<file path="src/rtl/fbdma_pkg.sv">
package fbdma_pkg;

    typedef enum logic [2:0] {
        ST_IDLE,
        ST_FETCH_REQ,
        ST_FETCH_W0,
        ST_FETCH_W1,
        ST_WAIT_FILL,
        ST_WR_REQ,
        ST_WR_BEATS,
        ST_FRAME_END
    } fbdma_state_e;

    localparam int unsigned WORD_BYTES = 4;

endpackage

</file>
<file path="src/rtl/fbdma_len.sv">
// Burst sizing: picks the length of the next write burst and says when the
// FIFO holds enough words to launch it.
module fbdma_len #(
    parameter int unsigned BURST       = 8,
    parameter int unsigned FRAME_W     = 16,
    parameter int unsigned LVL_W       = 6,
    parameter int unsigned LEN_W       = 4,
    parameter int unsigned BOUND_BYTES = 1024,
    localparam int unsigned BOUND_WORDS = BOUND_BYTES / fbdma_pkg::WORD_BYTES,
    localparam int unsigned OFS_W       = $clog2(BOUND_WORDS)
) (
    input  logic [OFS_W-1:0]   word_ofs,
    input  logic [FRAME_W-1:0] rem,
    input  logic [LVL_W-1:0]   fifo_level,
    output logic [LEN_W-1:0]   len,
    output logic               fire
);

    logic [31:0] rem_x;
    logic [31:0] bnd_x;
    logic [31:0] need_x;
    logic [31:0] len_x;

    always_comb begin
        rem_x  = 32'(rem);
        bnd_x  = BOUND_WORDS - 32'(word_ofs);
        // Threshold: a full burst, or whatever is left of the frame.
        need_x = (rem_x < BURST) ? rem_x : BURST;
        // The 1 KB boundary may cut the burst shorter still.
        len_x  = (need_x < bnd_x) ? need_x : bnd_x;
        len    = LEN_W'(len_x);
        fire   = (rem_x != 32'd0) && (32'(fifo_level) >= need_x);
    end

endmodule

</file>
<file path="src/rtl/fbdma_fsm.sv">
// Controller: descriptor fetch, burst issue, beat counting and frame end.
module fbdma_fsm
    import fbdma_pkg::*;
#(
    parameter int unsigned FRAME_W = 16,
    parameter int unsigned LEN_W   = 4
) (
    input  logic               clk,
    input  logic               rst_n,
    input  logic               enable,
    input  logic [31:0]        first_desc,
    input  logic [FRAME_W-1:0] frame_words,
    input  logic               mem_gnt,
    input  logic               mem_rvalid,
    input  logic [31:0]        mem_rdata,
    input  logic               mem_wready,
    input  logic               fire,
    input  logic [LEN_W-1:0]   calc_len,
    output logic [31:0]        wr_addr,
    output logic [FRAME_W-1:0] rem,
    output logic               mem_req,
    output logic               mem_we,
    output logic [31:0]        mem_addr,
    output logic [LEN_W-1:0]   mem_len,
    output logic               mem_wvalid,
    output logic               mem_wlast,
    output logic               fifo_rd,
    output logic               frame_done
);

    fbdma_state_e state, state_nx;

    logic [31:0]      desc_ptr;
    logic [31:0]      next_ptr;
    logic [LEN_W-1:0] len_q;
    logic [LEN_W-1:0] beat;
    logic [1:0]       words_in;
    logic             last_beat;

    assign last_beat = (beat == len_q - LEN_W'(1));

    // State register
    always_ff @(posedge clk or negedge rst_n) begin
        if (!rst_n) state <= ST_IDLE;
        else        state <= state_nx;
    end

    // Next-state logic
    always_comb begin
        state_nx = state;
        unique case (state)
            ST_IDLE:      if (enable)     state_nx = ST_FETCH_REQ;
            ST_FETCH_REQ: if (mem_gnt)    state_nx = ST_FETCH_W0;
            ST_FETCH_W0:  if (mem_rvalid) state_nx = ST_FETCH_W1;
            ST_FETCH_W1:  if (mem_rvalid) state_nx = ST_WAIT_FILL;
            ST_WAIT_FILL: begin
                if (rem == '0) state_nx = ST_FRAME_END;
                else if (fire) state_nx = ST_WR_REQ;
            end
            ST_WR_REQ:    if (mem_gnt) state_nx = ST_WR_BEATS;
            ST_WR_BEATS:  if (mem_wready && last_beat) state_nx = ST_WAIT_FILL;
            ST_FRAME_END: state_nx = enable ? ST_FETCH_REQ : ST_IDLE;
            default:      state_nx = ST_IDLE;
        endcase
    end

    // Datapath registers
    always_ff @(posedge clk or negedge rst_n) begin
        if (!rst_n) begin
            desc_ptr <= '0;
            next_ptr <= '0;
            wr_addr  <= '0;
            rem      <= '0;
            len_q    <= '0;
            beat     <= '0;
            words_in <= '0;
        end else begin
            unique case (state)
                ST_IDLE:      if (enable) desc_ptr <= first_desc;
                ST_FETCH_REQ: if (mem_gnt) words_in <= 2'd0;
                ST_FETCH_W0: begin
                    if (mem_rvalid) begin
                        wr_addr  <= mem_rdata;
                        words_in <= 2'd1;
                    end
                end
                ST_FETCH_W1: begin
                    if (mem_rvalid) begin
                        next_ptr <= mem_rdata;
                        rem      <= frame_words;
                        words_in <= 2'd2;
                    end
                end
                ST_WAIT_FILL: if (rem != '0 && fire) len_q <= calc_len;
                ST_WR_REQ:    if (mem_gnt) beat <= '0;
                ST_WR_BEATS: begin
                    if (mem_wready) begin
                        wr_addr <= wr_addr + 32'(WORD_BYTES);
                        rem     <= rem - FRAME_W'(1);
                        beat    <= beat + LEN_W'(1);
                    end
                end
                ST_FRAME_END: desc_ptr <= next_ptr;
                default: ;
            endcase
        end
    end

    // Outputs
    always_comb begin
        mem_req    = (state == ST_FETCH_REQ) || (state == ST_WR_REQ);
        mem_we     = (state == ST_WR_REQ);
        mem_addr   = (state == ST_FETCH_REQ) ? desc_ptr : wr_addr;
        mem_len    = (state == ST_FETCH_REQ) ? LEN_W'(2) : len_q;
        mem_wvalid = (state == ST_WR_BEATS);
        mem_wlast  = (state == ST_WR_BEATS) && last_beat;
        fifo_rd    = (state == ST_WR_BEATS) && mem_wready;
        frame_done = (state == ST_FRAME_END);
    end

    // no data write before both descriptor words are in
    a_r2_desc_before_write: assert property (@(posedge clk) disable iff (!rst_n)
        (mem_req && mem_we) |-> (words_in == 2'd2));

    // a pending request holds steady until granted
    a_r6_req_hold: assert property (@(posedge clk) disable iff (!rst_n)
        (mem_req && !mem_gnt) |=> (mem_req && $stable(mem_addr) && $stable(mem_len) && $stable(mem_we)));

    // frame end is a single-cycle pulse
    a_r7_done_pulse: assert property (@(posedge clk) disable iff (!rst_n)
        frame_done |=> !frame_done);

    // last-beat marker only on a valid beat
    a_r9_wlast_valid: assert property (@(posedge clk) disable iff (!rst_n)
        mem_wlast |-> mem_wvalid);

endmodule

</file>
<file path="src/rtl/fbdma_chain.sv">
// Top level: descriptor-chained frame writer.
module fbdma_chain #(
    parameter int unsigned BURST       = 8,
    parameter int unsigned LVL_W       = 6,
    parameter int unsigned FRAME_W     = 16,
    parameter int unsigned BOUND_BYTES = 1024,
    localparam int unsigned LEN_W       = $clog2(BURST) + 1,
    localparam int unsigned BOUND_WORDS = BOUND_BYTES / fbdma_pkg::WORD_BYTES,
    localparam int unsigned OFS_W       = $clog2(BOUND_WORDS)
) (
    input  logic               clk,
    input  logic               rst_n,
    input  logic               enable,
    input  logic [31:0]        first_desc,
    input  logic [FRAME_W-1:0] frame_words,
    input  logic [LVL_W-1:0]   fifo_level,
    input  logic [31:0]        fifo_data,
    output logic               fifo_rd,
    output logic               mem_req,
    output logic               mem_we,
    output logic [31:0]        mem_addr,
    output logic [LEN_W-1:0]   mem_len,
    input  logic               mem_gnt,
    input  logic               mem_rvalid,
    input  logic [31:0]        mem_rdata,
    output logic               mem_wvalid,
    output logic               mem_wlast,
    output logic [31:0]        mem_wdata,
    input  logic               mem_wready,
    output logic               frame_done
);

    logic [31:0]      wr_addr;
    logic [FRAME_W-1:0] rem;
    logic [LEN_W-1:0] calc_len;
    logic             fire;

    fbdma_len #(
        .BURST      (BURST),
        .FRAME_W    (FRAME_W),
        .LVL_W      (LVL_W),
        .LEN_W      (LEN_W),
        .BOUND_BYTES(BOUND_BYTES)
    ) u_len (
        .word_ofs  (wr_addr[OFS_W+1:2]),
        .rem       (rem),
        .fifo_level(fifo_level),
        .len       (calc_len),
        .fire      (fire)
    );

    fbdma_fsm #(
        .FRAME_W(FRAME_W),
        .LEN_W  (LEN_W)
    ) u_fsm (
        .clk        (clk),
        .rst_n      (rst_n),
        .enable     (enable),
        .first_desc (first_desc),
        .frame_words(frame_words),
        .mem_gnt    (mem_gnt),
        .mem_rvalid (mem_rvalid),
        .mem_rdata  (mem_rdata),
        .mem_wready (mem_wready),
        .fire       (fire),
        .calc_len   (calc_len),
        .wr_addr    (wr_addr),
        .rem        (rem),
        .mem_req    (mem_req),
        .mem_we     (mem_we),
        .mem_addr   (mem_addr),
        .mem_len    (mem_len),
        .mem_wvalid (mem_wvalid),
        .mem_wlast  (mem_wlast),
        .fifo_rd    (fifo_rd),
        .frame_done (frame_done)
    );

    assign mem_wdata = fifo_data;

    // a write burst stays inside one 1 KB window
    a_r5_no_cross: assert property (@(posedge clk) disable iff (!rst_n)
        (mem_req && mem_we) |-> (32'(mem_addr[OFS_W+1:2]) + 32'(mem_len) <= BOUND_WORDS));

    // the FIFO holds every word of a requested burst
    a_r4_level_covers: assert property (@(posedge clk) disable iff (!rst_n)
        (mem_req && mem_we) |-> (32'(fifo_level) >= 32'(mem_len)));

    // never pop an empty FIFO
    a_r9_no_pop_empty: assert property (@(posedge clk) disable iff (!rst_n)
        fifo_rd |-> (fifo_level != '0));

endmodule

</file>
<file path="config.mk">
export PLATFORM = sky130hd
export DESIGN_NAME = fbdma_chain
export DESIGN_NICKNAME = d
export VERILOG_FILES = /design/src/rtl/fbdma_pkg.sv /design/src/rtl/fbdma_len.sv /design/src/rtl/fbdma_fsm.sv /design/src/rtl/fbdma_chain.sv
export SDC_FILE = /design/constraint.sdc
export NUM_CORES = 1
export LEC_CHECK = 0
export BUFFER_PORTS_ARGS = -buffer_cell sky130_fd_sc_hd__buf_2
export CAP_MARGIN = 20
export CELL_PAD_IN_SITES_DETAIL_PLACEMENT = 0
export CELL_PAD_IN_SITES_GLOBAL_PLACEMENT = 2
export CORE_UTILIZATION = 32
export DETAILED_ROUTE_END_ITERATION = 12
export GPL_TIMING_DRIVEN = 0
export PLACE_DENSITY = 0.93
export RECOVER_POWER = 100
export SETUP_SLACK_MARGIN = 0.2
export SLEW_MARGIN = 15
export SYNTH_ARGS = -nofsm -noshare
export SYNTH_HDL_FRONTEND = slang
export SYNTH_SLANG_ARGS = --single-unit
</file>
<file path="constraint.sdc">
create_clock -name clk -period 4.3 [get_ports clk]
set_input_delay 0.645 -clock clk [delete_from_list [all_inputs] [get_ports clk]]
set_output_delay 0.645 -clock clk [all_outputs]
set_load 0.05 [all_outputs]
</file>
Word level (Yosys, flattened, before mapping). Cells that the tools add are included.

$add $sub $neg: 5. Multiply operators: 0. Div/mod/pow operators: 0. $lt $le $gt $ge: 3. Equal/unequal tests: 16. Shift-type cells: 0. Mux-type cells: 25. Bitwise logic cells: 0. Reductions and logical operators: 20.

Operator list (count): $mux W32 (4); $pmux W32 S2 (2); $mux W16 (3); $add A32 B3 Y32 const B (1); $lt A16 B32 Y1 (1); $pmux W16 S2 (1); $mux W3 (8); $pmux W3 S8 (1); $ge A6 B16 Y1 (1); $logic_not A16 Y1 (1); $lt A16 B4 Y1 const B (1); $mux W4 (4); $reduce_bool A16 Y1 (1); $sub A16 B1 Y16 const B (1); $eq A3 B3 Y1 const B (4); $sub A9 B8 Y10 const A (1); $reduce_and A3 Y1 (3); $ne A2 B2 Y1 const B (4); $pmux W4 S2 (1); $reduce_bool A2 Y1 (4); $reduce_and A7 Y1 (1); $eq A3 B2 Y1 const B (2); $ne A2 B1 Y1 const B (3); $reduce_and A2 Y1 (3); other kinds (9) (13).

Register bits: 123. Bits in latches: 0. Bits in writable memories: 0. Bits in read-only memories: 0. Input bits: 124. Output and inout bits: 74. Memories kept: 0.

Logic depth before layout (Yosys ltp).
Depth after elaboration: 7. Gate-level depth with buffers: 12. Mapped depth without buffers: 11.

By module. From an unflattened synthesis, not the netlist that was laid out.

Cell total of the unflattened synthesis: 778. Area, all modules: 7488.4 µm².

By module, submodules not included: fbdma_fsm (times used 1, cells an instance 673, area an instance 6685.2 µm², seq. area each 3078.0 µm²); fbdma_len (times used 1, cells an instance 73, area an instance 563.0 µm², seq. area each 0.0 µm²); fbdma_chain (times used 1, cells an instance 32, area an instance 240.2 µm², seq. area each 0.0 µm²).

Worst setup path after synthesis. Ideal clock, no wire load.

Path type: flip-flop to flip-flop. Start point: register u_fsm.rem[12]. End point: register u_fsm.len_q[1]. Library setup time: 0.082 ns. Data arrival time: 2.962 ns. Data required time: 4.218 ns. Path slack: 1.256 ns. Stages on the path, launching flop included: 11. Clock period less this slack: 3.044 ns. Cells stage by stage: dfrtp_1 -> or4_4 -> or3_4 -> nor2_8 -> inv_1 -> ha_1 -> a211oi_1 -> nand2_1 -> o21a_1 -> or4b_1 -> a31oi_1.

Cells in the longest elaborated chain, start to end: 6. Elaborated cells on any way between the ends: 9. Those cells by class: order compare: 3; mux: 2; reduce/logical: 4.

Ends and longest elaborated chain: start: declaration (line fbdma_fsm.sv:20) `output logic [FRAME_W-1:0] rem,`; start signal: assignment (line fbdma_fsm.sv:90) `rem <= frame_words;`; start signal: assignment (line fbdma_fsm.sv:99) `rem <= rem - FRAME_W'(1);`; $lt A16 B4 Y1 (line fbdma_len.sv:28) `need_x = (rem_x < BURST) ? rem_x : BURST;`; $mux W16 (line fbdma_len.sv:28); $ge A6 B16 Y1 (line fbdma_len.sv:32) `fire = (rem_x != 32'd0) && (32'(fifo_level) >= need_x);`; $logic_and A1 B1 Y1 (line fbdma_len.sv:32); $logic_and A1 B1 Y1 (line fbdma_fsm.sv:94) `ST_WAIT_FILL: if (rem != '0 && fire) len_q <= calc_len;`; $reduce_and A2 Y1 (no line); end signal: assignment (line fbdma_fsm.sv:94); end: declaration (line fbdma_fsm.sv:35) `logic [LEN_W-1:0] len_q;`.

Several ways; a longest one is shown, not always the timed one. A chain may end at the register's enable or synchronous reset.

Worst setup path in the final report.
Start point: register u_fsm.state[1]. End point: output mem_wvalid.

Cells in the longest elaborated chain, start to end: 1.

Ends and longest elaborated chain: start: declaration (line fbdma_fsm.sv:31) `fbdma_state_e state, state_nx;`; start signal: assignment (line fbdma_fsm.sv:45) `else state <= state_nx;`; $eq A3 B3 Y1 (line fbdma_fsm.sv:115) `mem_wvalid = (state == ST_WR_BEATS);`; end: declaration (line fbdma_chain.sv:26) `output logic mem_wvalid,`.

Every way passes these cells.

==> results.md <==
- Startpoint class of the critical path: flip-flop
- Area grow syn2layout: 23.3%
- Rows: 54
- Clk_skew: 10.8 ps
- F_max: 258 MHz
- Post-synth EDFFs: 0
- Core Footprint: 22100 µm²
- Peak VDD IR: 0.340 mV
- Die height: 153 µm
- Worst hold slack: 476 ps
- Fin. max-slew vios: 76
- Crit Path Max Fanout: 10
- Pre-CTS setup slack: 779 ps
- Worst-Margin Slew: 1970 ps
- Final WL: 24000 µm
- H-tree depth: 4
- Met3 wire length: 1480 µm
- Initial antenna violation count: 0
- HP Class: in -> reg
- Clock root buffer: clkbuf_16
- Ys async rst share: 1.00
- GRT Util Overall: 0.209
- Post-DP HPWL: 17600 µm
- IO buf count: 165
- Final setup viols: 0
- Initial core utilization: 0.331
- Netlist cell types: 70
- Flops & latches, synth: 123
- Total grt overflow: 0
- CTS tree: done
- Post-Syn Area: 7310 µm²
- Critical R2R Capture: u_fsm.len_q[0]$_DFFE_PN0P_
- Max Buffers Root-to-Sink: 2
- Postcts setup bufs: 0
- Metal2 WL: 11300 µm
- CTS Sinks: 123
- Pwr Density: 820 nW/µm²
- Detailed Route Iter0 Violations: 577
- Sequential area share after synthesis: 0.421
- Final Hold Viols: 0
- Uppermost routed layer: met4
- Setup CP Type: reg -> out
- N_diodes: 0
- Max-slew headroom: -0.312
- First-pass GRT wire length: 37600 µm
- Critical Path RT: 3650 ps
- Hold_sp: first_desc[3]
- Violated checks: max-capacitance violations, max-slew violations
- Crit path time final: 3880 ps
- DRC viols: 0
- Fin util: 0.408
- DRT antenna net count: 0
- Share of post-route cells with drive strength above 1: 0.227
- Vias in the first global route: 6652
- Total negative setup slack: 0 ps
- Most used DFF post-synth: dfrtp_1
- P_leak: 3.85 nW
- Final GP Congestion: 0.870
- Hold EP: u_fsm.desc_ptr[3]$_DFFE_PN0P_
- M1 wire length: 11000 µm
- Inserted Clock Buffers: 17
- Drt first pass iters: 5
- Post-CTS Hold Buffers: 0
- R2R setup slack: 700 ps
- Syn Area/Cell: 9.14 µm²
- FF-to-FF Start: u_fsm.rem[12]$_DFFE_PN0P_
- Wirelength per Cell: 18.7 µm
- Via count: 6805
- CP Data Arrival Time: 3230 ps
- Final worst path period share: 0.901
- Clock insertion delay at the later pin of the skew report: 430 ps
- Fin worst setup slack: 424 ps
- Nets@finish: 1134
- Hold Crit Depth: 3
- Reg2Reg Depth: 8
- Status: finished with violations
- Ports: 198
- Yosys synthesis warning count: 0
- Full die area: 23400 µm²
- Unrepaired setup endpoints after global routing: no
- Pin count of the biggest net entering global routing: 76
- Mapped Cells: 800
- Max_cap viols: 1
- Vias per cell: 5.30
- Post-CTS sizing: 0
- Critical Path End Type: output port
- Clock slew at reported path FFs: 60 ps
- Chip Width: 153 µm
-- kinds of logic (layout without fill, tap and decap cells) --
kind of cell / after synthesis / in the layout / share of synthesized area
simple gates: 255 / 255 / 0.169
xor+xnor: 14 / 14 / 0.0168
flops: 123 / 123 / 0.421
mux: 72 / 72 / 0.109
other cells: 2 / 7 / 0.00103
compound gates: 212 / 212 / 0.179
buf+inv: 102 / 300 / 0.0692
fa+ha+maj: 20 / 20 / 0.0342
-- how the worst max path moves through the flow --
| stage | slack (ps) | end | start | cells after the start |
|---|---|---|---|---|
| after floorplan | 1260 | u_fsm.len_q[1]$_DFFE_PN0P_ | u_fsm.rem[12]$_DFFE_PN0P_ | 10 |
| after global placement | 760 | u_fsm.next_ptr[16]$_DFFE_PN0P_ | rst_n | 1 |
| after detailed placement | 780 | u_fsm.state[0]$_DFFE_PN0P_ | u_fsm.rem[9]$_DFFE_PN0P_ | 8 |
| after CTS | 630 | mem_wvalid | u_fsm.state[1]$_DFFE_PN0P_ | 7 |
| after global routing | 290 | mem_wvalid | u_fsm.state[1]$_DFFE_PN0P_ | 7 |
| final | 420 | mem_wvalid | u_fsm.state[1]$_DFFE_PN0P_ | 7 |
-- layer usage --
layer	global-route usage	up-vias
met5	0	-
li1	-	3234
met4	0.0592	0
met3	0.0434	25
met2	0.337	262
met1	0.284	3284
-- Yosys cell counts, drive strengths merged, types with 9 or more instances --
master / instances / area (µm²)
buf: 39 / 268
ha: 20 / 250
nand4: 10 / 62.6
a2bb2oi: 11 / 96.3
nor3: 15 / 75.1
clkbuf: 42 / 158
mux2i: 9 / 90.1
o22ai: 41 / 257
nand2: 61 / 236
or3: 11 / 80.1
inv: 19 / 71.3
mux2: 63 / 709
dfrtp: 123 / 3080
nor2: 95 / 373
o21ai: 40 / 200
a21oi: 70 / 350
nand3: 22 / 110
-- area by class of cell --
type,count,area [µm²]
fillers,2252,13100
multi-input cells,580,3740
flip-flops and latches,123,3080
repair buffers,166,746
clock buffers,18,429
plain buffers,81,425
well taps,280,350
clock inverters,14,164
inverters,21,80.1
-- stage by stage --
step           std cells  total power, mW  cell area, µm²
2_1_floorplan        805             4.95            7330
3_3_place_gp        1250             5.94            8500
3_5_place_dp        1251             6.01            8540
4_1_cts             1283             7.48            9130
5_1_grt             1283             7.88            9010
6_report            1283             7.39            9010
-- critical path, cell delays in order, from the launching register on --
cell and delay, ps:
dfrtp_1 320, clkbuf_1 300, nor2b_1 260, nand2_1 100, clkinv_1 180, clkbuf_1 450
clkbuf_1 670, clkbuf_1 530
-- cell usage in the layout, fill, tap and decap left out, drive strengths merged, types with 7 or more instances in the layout --
cell / instances
or3: 11
mux2: 63
ha: 20
mux2i: 9
o21ai: 40
o22ai: 41
clkinv: 7
inv: 23
nor3: 15
xor2: 8
dfrtp: 123
nand3: 22
buf: 129
a21oi: 70
conb: 7
nor2: 95
nand2: 61
a31oi: 8
clkbuf: 136
nand4: 10
a2bb2oi: 11
-- power by group --
part	switching, mW	internal (mW)	total [mW]
Sequential	0.466	1.74	2.21
Clock	0.598	0.866	1.46
Combinational	2.52	1.19	3.72
Total	3.59	3.80	7.39
-- state kept, by name (all words and copies together) (netlist names) --
name	count
u_fsm.rem	16
u_fsm.next_ptr	32
u_fsm.desc_ptr	32
u_fsm.wr_addr	32
u_fsm.len_q	4
u_fsm.beat	4
u_fsm.state	3
Power figures use the tool's default switching activity.
